`src/rtl/xlate_pkg.sv`:
```
package xlate_pkg;

  typedef enum logic [1:0] {
    AREA_LOW   = 2'd0,
    AREA_BANK  = 2'd1,
    AREA_UPPER = 2'd2
  } area_e;

  typedef enum logic [1:0] {
    RD_NONE   = 2'd0,
    RD_COMMON = 2'd1,
    RD_BANK   = 2'd2,
    RD_BOUND  = 2'd3
  } rdSel_e;

  typedef struct packed {
    logic   wrCommon;
    logic   wrBank;
    logic   wrBound;
    rdSel_e rdSel;
  } regStrobe_t;

endpackage

```
`src/rtl/xlate_ctrl.sv`:
```
module xlate_ctrl
  import xlate_pkg::*;
#(
  parameter int              IO_W      = 8,
  parameter logic [IO_W-1:0] COMMON_IO = 'h38,
  parameter logic [IO_W-1:0] BANK_IO   = 'h39,
  parameter logic [IO_W-1:0] BOUND_IO  = 'h3A
) (
  input  logic [IO_W-1:0] ioAddr,
  input  logic            ioWrEn,
  output regStrobe_t      strobe
);

  always_comb begin
    strobe.wrCommon = 1'b0;
    strobe.wrBank   = 1'b0;
    strobe.wrBound  = 1'b0;
    strobe.rdSel    = RD_NONE;
    if (ioAddr == COMMON_IO) begin
      strobe.wrCommon = ioWrEn;
      strobe.rdSel    = RD_COMMON;
    end else if (ioAddr == BANK_IO) begin
      strobe.wrBank = ioWrEn;
      strobe.rdSel  = RD_BANK;
    end else if (ioAddr == BOUND_IO) begin
      strobe.wrBound = ioWrEn;
      strobe.rdSel   = RD_BOUND;
    end
  end

endmodule

```
`src/rtl/xlate_dpath.sv`:
```
module xlate_dpath
  import xlate_pkg::*;
#(
  parameter int LOG_W  = 16,
  parameter int PHYS_W = 19,
  parameter int PAGE_W = 4,
  parameter int REG_W  = 8
) (
  input  logic              clk,
  input  logic              rstN,
  input  regStrobe_t        strobe,
  input  logic [REG_W-1:0]  ioWrData,
  output logic [REG_W-1:0]  ioRdData,
  input  logic [LOG_W-1:0]  logAddr,
  output logic [PHYS_W-1:0] physAddr,
  output area_e             areaCode
);

  localparam int OFFS_W = LOG_W - PAGE_W;

  logic [REG_W-1:0]  commonBase;
  logic [REG_W-1:0]  bankBase;
  logic [REG_W-1:0]  bound;
  logic [PAGE_W-1:0] bankStart;
  logic [PAGE_W-1:0] upperStart;
  logic [PAGE_W-1:0] logPage;
  logic [REG_W-1:0]  selBase;

  // The boundary register holds two page numbers side by side.
  generate
    if (REG_W == 2 * PAGE_W) begin : g_split
      assign bankStart  = bound[PAGE_W-1:0];
      assign upperStart = bound[2*PAGE_W-1:PAGE_W];
    end else begin : g_split_bad
      initial $error("REG_W must hold two page nibbles");
      assign bankStart  = '1;
      assign upperStart = '1;
    end
  endgenerate

  always_ff @(posedge clk or negedge rstN) begin
    if (!rstN) begin
      commonBase <= '0;
      bankBase   <= '0;
      bound      <= '1;
    end else begin
      if (strobe.wrCommon) commonBase <= ioWrData;
      if (strobe.wrBank)   bankBase   <= ioWrData;
      if (strobe.wrBound)  bound      <= ioWrData;
    end
  end

  always_comb begin
    unique case (strobe.rdSel)
      RD_COMMON: ioRdData = commonBase;
      RD_BANK:   ioRdData = bankBase;
      RD_BOUND:  ioRdData = bound;
      default:   ioRdData = '0;
    endcase
  end

  assign logPage = logAddr[LOG_W-1:OFFS_W];

  // The upper compare comes first, so an empty bank region yields to it.
  always_comb begin
    if (logPage >= upperStart) begin
      areaCode = AREA_UPPER;
      selBase  = commonBase;
    end else if (logPage >= bankStart) begin
      areaCode = AREA_BANK;
      selBase  = bankBase;
    end else begin
      areaCode = AREA_LOW;
      selBase  = '0;
    end
  end

  assign physAddr = PHYS_W'(logAddr) + (PHYS_W'(selBase) << OFFS_W);

endmodule

```
`src/rtl/banked_addr_xlate.sv`:
```
module banked_addr_xlate
  import xlate_pkg::*;
#(
  parameter int              IO_W      = 8,
  parameter int              LOG_W     = 16,
  parameter int              PHYS_W    = 19,
  parameter int              PAGE_W    = 4,
  parameter int              REG_W     = 8,
  parameter logic [IO_W-1:0] COMMON_IO = 'h38,
  parameter logic [IO_W-1:0] BANK_IO   = 'h39,
  parameter logic [IO_W-1:0] BOUND_IO  = 'h3A
) (
  input  logic              clk,
  input  logic              rstN,
  input  logic [IO_W-1:0]   ioAddr,
  input  logic              ioWrEn,
  input  logic [REG_W-1:0]  ioWrData,
  output logic [REG_W-1:0]  ioRdData,
  input  logic [LOG_W-1:0]  logAddr,
  output logic [PHYS_W-1:0] physAddr,
  output logic [1:0]        areaCode
);

  regStrobe_t strobe;
  area_e      areaSel;

  xlate_ctrl #(
    .IO_W(IO_W), .COMMON_IO(COMMON_IO), .BANK_IO(BANK_IO), .BOUND_IO(BOUND_IO)
  ) u_ctrl (
    .ioAddr(ioAddr),
    .ioWrEn(ioWrEn),
    .strobe(strobe)
  );

  xlate_dpath #(
    .LOG_W(LOG_W), .PHYS_W(PHYS_W), .PAGE_W(PAGE_W), .REG_W(REG_W)
  ) u_dpath (
    .clk(clk),
    .rstN(rstN),
    .strobe(strobe),
    .ioWrData(ioWrData),
    .ioRdData(ioRdData),
    .logAddr(logAddr),
    .physAddr(physAddr),
    .areaCode(areaSel)
  );

  assign areaCode = areaSel;

endmodule

```
`config.mk`:
```
export PLATFORM = sky130hd
export DESIGN_NAME = banked_addr_xlate
export DESIGN_NICKNAME = d
export VERILOG_FILES = /design/src/rtl/xlate_pkg.sv /design/src/rtl/xlate_ctrl.sv /design/src/rtl/xlate_dpath.sv /design/src/rtl/banked_addr_xlate.sv
export SDC_FILE = /design/constraint.sdc
export NUM_CORES = 1
export LEC_CHECK = 0
export BUFFER_PORTS_ARGS = -buffer_cell sky130_fd_sc_hd__buf_2
export CORE_ASPECT_RATIO = 0.7
export CORE_MARGIN = 3
export CORE_UTILIZATION = 45
export DETAILED_ROUTE_END_ITERATION = 16
export MAX_ROUTING_LAYER = met4
export PLACE_DENSITY = 0.76
export SLEW_MARGIN = 15
export SYNTH_ARGS = -nofsm -noshare
export SYNTH_HDL_FRONTEND = slang
export SYNTH_SLANG_ARGS = --single-unit
```
`constraint.sdc`:
```
create_clock -name clk -period 3.5 [get_ports clk]
set_clock_uncertainty 0.2 [all_clocks]
set_input_delay 0 -clock clk [delete_from_list [all_inputs] [get_ports clk]]
set_output_delay 0 -clock clk [all_outputs]
set_load 0.005 [all_outputs]
```
==> results.md <==
- The worst hold path belongs to the class in -> async.
- The first-pass GRT wire length is 6130 um.
- The worst setup path is captured at a primary output.
- The timing-limited maximum frequency is 294 MHz.
- The tool flagged a number of max-cap violations equal to 0.
- The final layout contains 257 nets.
- The initial antenna violation count is 0.
- The startpoint-to-endpoint class of the critical path is reg -> out.
- The initialized floorplan defines 17 standard-cell rows.
- The post-synthesis area per instance is 10.7 um^2.
- The design draws 0.594 mW.
- Buffers inserted during clock tree synthesis total 3.
- The share of layout cells above drive strength 1 is 43.5%.
- The number of I/O port buffers is 39.
- Synthesis produced 158 cells.
- The number of failing hold endpoints at the final stage was 0.
- Clock-pin slew was measured on the worst setup and hold paths at 0.08 ns.
- The worst-case headroom to the max-slew limit is 49.4%.
- Clock latency on the worst-skew pair, taken at its later pin, is 0.26 ns.
- Yosys mapped a number of flops with a built-in enable equal to 0.
- The clock passes through at most 2 buffers.
- The maximum fanout count along the critical path is 4.
- 64 I/O pins were placed.
- The area growth from synthesis to layout is 26.6%.
- The number of max-slew violations in the final report is 0.
- Measured in cells, the most critical reg-to-reg path has a length of 2.
- The analysis attributes to cell leakage a power of 1.06 nW.
- The total DRC errors in the routed layout is 0.
- Across every metal layer, demand over resource in global routing totals 17.8%.
- The TritonCTS clock tree is yes.
- For this configuration, the core starts out at a cell density of 50.3%.
- The count of nets left with antenna violations once routing finished came out at 0.
- Data on the critical path arrives at its endpoint at 3.21 ns.
- The worst vdd rail ir drop is 0.000177 V.
- Dividing the detail-routed wire length by the instance count gives 15.7 um.
- The floorplan step defined a die boundary enclosing 4540 um^2.
- For the pin with the worst max-slew slack, the measured transition is 0.758 ns.
- The sequential area share after synthesis is 36.1%.
- Dividing the detail-routed via count by the number of cells gives 5.20.
- Entering global routing, the biggest net connects 25 pins.
- The minimum period implied by the final worst setup slack is 3.41 ns.
- Data on the critical path is required at its endpoint by 3.30 ns.
- The most common flop cell mapped by yosys is dfrtp_1.
- The via count of the first global-routing pass came to 1268.
- The count of yosys warnings during synthesis is 0.
- After detailed routing, the total wire length is 3990 um.
- After legalization and detailed placement, the total HPWL measured 2990 um.
- Setup repair after global routing could not meet its margin everywhere.
- The detailed router finished its first iteration with 58 violations.
- The final non-filler cell total is 254.
- The overall die height is 57.3 um.
- CTS built an H-tree with a depth of 1.
- The share of synthesized registers carrying an async set or reset is 100%.
- The routability congestion estimate is 0.887.
- The synthesized cell area is 1690 um^2.
- After layout, the worst path uses 97.3% of the clock period.
- The post-synth net total is 206.
- The floorplan step set the die width to 79.3 um.
- The number of cells after detailed placement is 227.
- After floorplanning, the core was sized to cover 3360 um^2.
- For this run, the detailed router's first-pass iteration total came to 4.
- The number of setup violations in the final report is 0.
- The routed layout has 1320 vias.
- Power spread over the standard cell area amounts to 277 nW/um^2.
- The clock net in this run drives a total of 24 sinks.
- The worst setup path is launched from a flip-flop.
- Synthesis inferred 24 register bits.
- The tree is rooted in a clkbuf_8.
- The unique cell type count in the Yosys netlist is 37.
- 0 antenna diodes ended up in the layout.
- The run finished with clean final reports.
- The overall overflow remaining after global route is 0.
## placed cells by master (no fill, tap or decap), drive strengths merged, types with 2 or more instances in the layout
master and count:
a21o 3, dfrtp 16, dfstp 8, xnor2 2
ha 12, inv 9, mux2 24, xor2 3
buf 42, nand2 5, nand3 2, clkbuf 3
nand2b 2, nand4 2, a22o 4, a21oi 12
nor2 16, dlygate4sd3 21, mux2i 8, nor3b 2
## metal layers
| layer | GRT usage [%] | vias up | wire (um) |
|---|---|---|---|
| li1 | - | 645 | - |
| met1 | 23.5 | 625 | 1780 |
| met2 | 28.4 | 48 | 1930 |
| met3 | 4.89 | 2 | 262 |
| met4 | 1.47 | 0 | 11 |
| met5 | - | - | 0 |
## final cells by class
class | count | area, um^2
fill | 292 | 1220
timing repair buffer | 63 | 428
tap | 47 | 58.8
multi-input combinational | 108 | 967
sequential | 24 | 611
clock buffer | 3 | 41.3
inverter | 9 | 36.3
## cell usage after synthesis (2+ instances only)
master | count | area (um^2)
nand2b_1 | 2 | 12.5
inv_1 | 8 | 30.0
buf_4 | 12 | 90.1
dfrtp_1 | 16 | 400
xor2_1 | 3 | 26.3
dfstp_2 | 8 | 210
mux2_2 | 24 | 270
a21oi_1 | 12 | 60.1
nand4_1 | 2 | 12.5
nor2_1 | 16 | 60.1
a21o_1 | 3 | 22.5
xnor2_1 | 2 | 17.5
a22o_1 | 4 | 35.0
ha_1 | 12 | 150
buf_2 | 2 | 10.0
mux2i_1 | 8 | 80.1
nand2_1 | 4 | 15.0
## power by group
group	leakage [nW]	total, mW	switching (mW)	internal, mW
registers	0.303	0.305	0.0109	0.294
logic	0.732	0.133	0.0625	0.0702
clock network	0.0216	0.156	0.0793	0.0768
total	1.06	0.594	0.153	0.441
## final timing paths
path,from,to,slack [ns]
worst max-delay path,u_dpath.bound[0]$_DFFE_PN1P_,physAddr[18],0.09
worst min-delay path,rstN,u_dpath.commonBase[0]$_DFFE_PN0P_,0.04
worst max register to register,u_dpath.bound[0]$_DFFE_PN1P_,u_dpath.bound[0]$_DFFE_PN1P_,2.44
worst min register to register,u_dpath.bankBase[7]$_DFFE_PN0P_,u_dpath.bankBase[7]$_DFFE_PN0P_,0.33
max in group asynchronous,rstN,u_dpath.bound[5]$_DFFE_PN1P_,2.68
min in group clk,ioWrEn,u_dpath.bound[1]$_DFFE_PN1P_,0.06
## registers in the layout, indices dropped and copies added, names as in the netlist
register	count
u_dpath.bankBase	8
u_dpath.bound	8
u_dpath.commonBase	8
## critical path, stage by stage (launching register included)
cell and delay, ns:
dfstp_2 0.56, ha_4 0.19, nand2b_4 0.13, a2111o_1 0.44
and3_4 0.18, a22o_1 0.19, ha_2 0.18, fa_2 0.35
a21o_1 0.18, a21oi_2 0.17, a221oi_2 0.06, xnor2_1 0.17
buf_2 0.14
## repair_timing
| action | CTS | global route |
|---|---|---|
| setup endpoints to repair | 2 | 3 |
| pin swaps | 2 | 3 |
| gates resized for setup | 5 | 5 |
| hold buffers | 21 | 0 |
| buffers inserted | 0 | 3 |
| gates cloned | 0 | 0 |
| hold endpoints to repair | 60 | 0 |
## logic make-up (layout without fill, tap and decap cells)
group,count (synthesis),in the layout,synth area share [%]
buffers and inverters,26,75,9.10
muxes,32,32,20.7
and+or+nand+nor,33,33,11.7
AOI/OAI and AO/OA,25,25,9.76
DFF,24,24,36.1
xor gates and xnor gates,5,5,2.59
adders and majority gates,13,13,10.1
## per-stage QoR
| step | utilization (%) | setup WS [ns] | hold slack, ns | instance area, um^2 | setup TNS (ns) |
|---|---|---|---|---|---|
| detailed placement | 54.3 | 0.128 | -0.200 | 1830 | 0 |
| global route | 63.7 | -0.0573 | 0.0735 | 2140 | -0.0573 |
| global placement | 54.3 | 0.188 | -0.219 | 1830 | 0 |
| finish | 63.7 | 0.0938 | 0.0402 | 2140 | 0 |
| floorplan | - | 0.373 | -0.496 | 1690 | 0 |
| CTS | 62.2 | 0.0147 | 0.0556 | 2090 | 0 |
No activity file was read; power rests on OpenSTA's default activity.
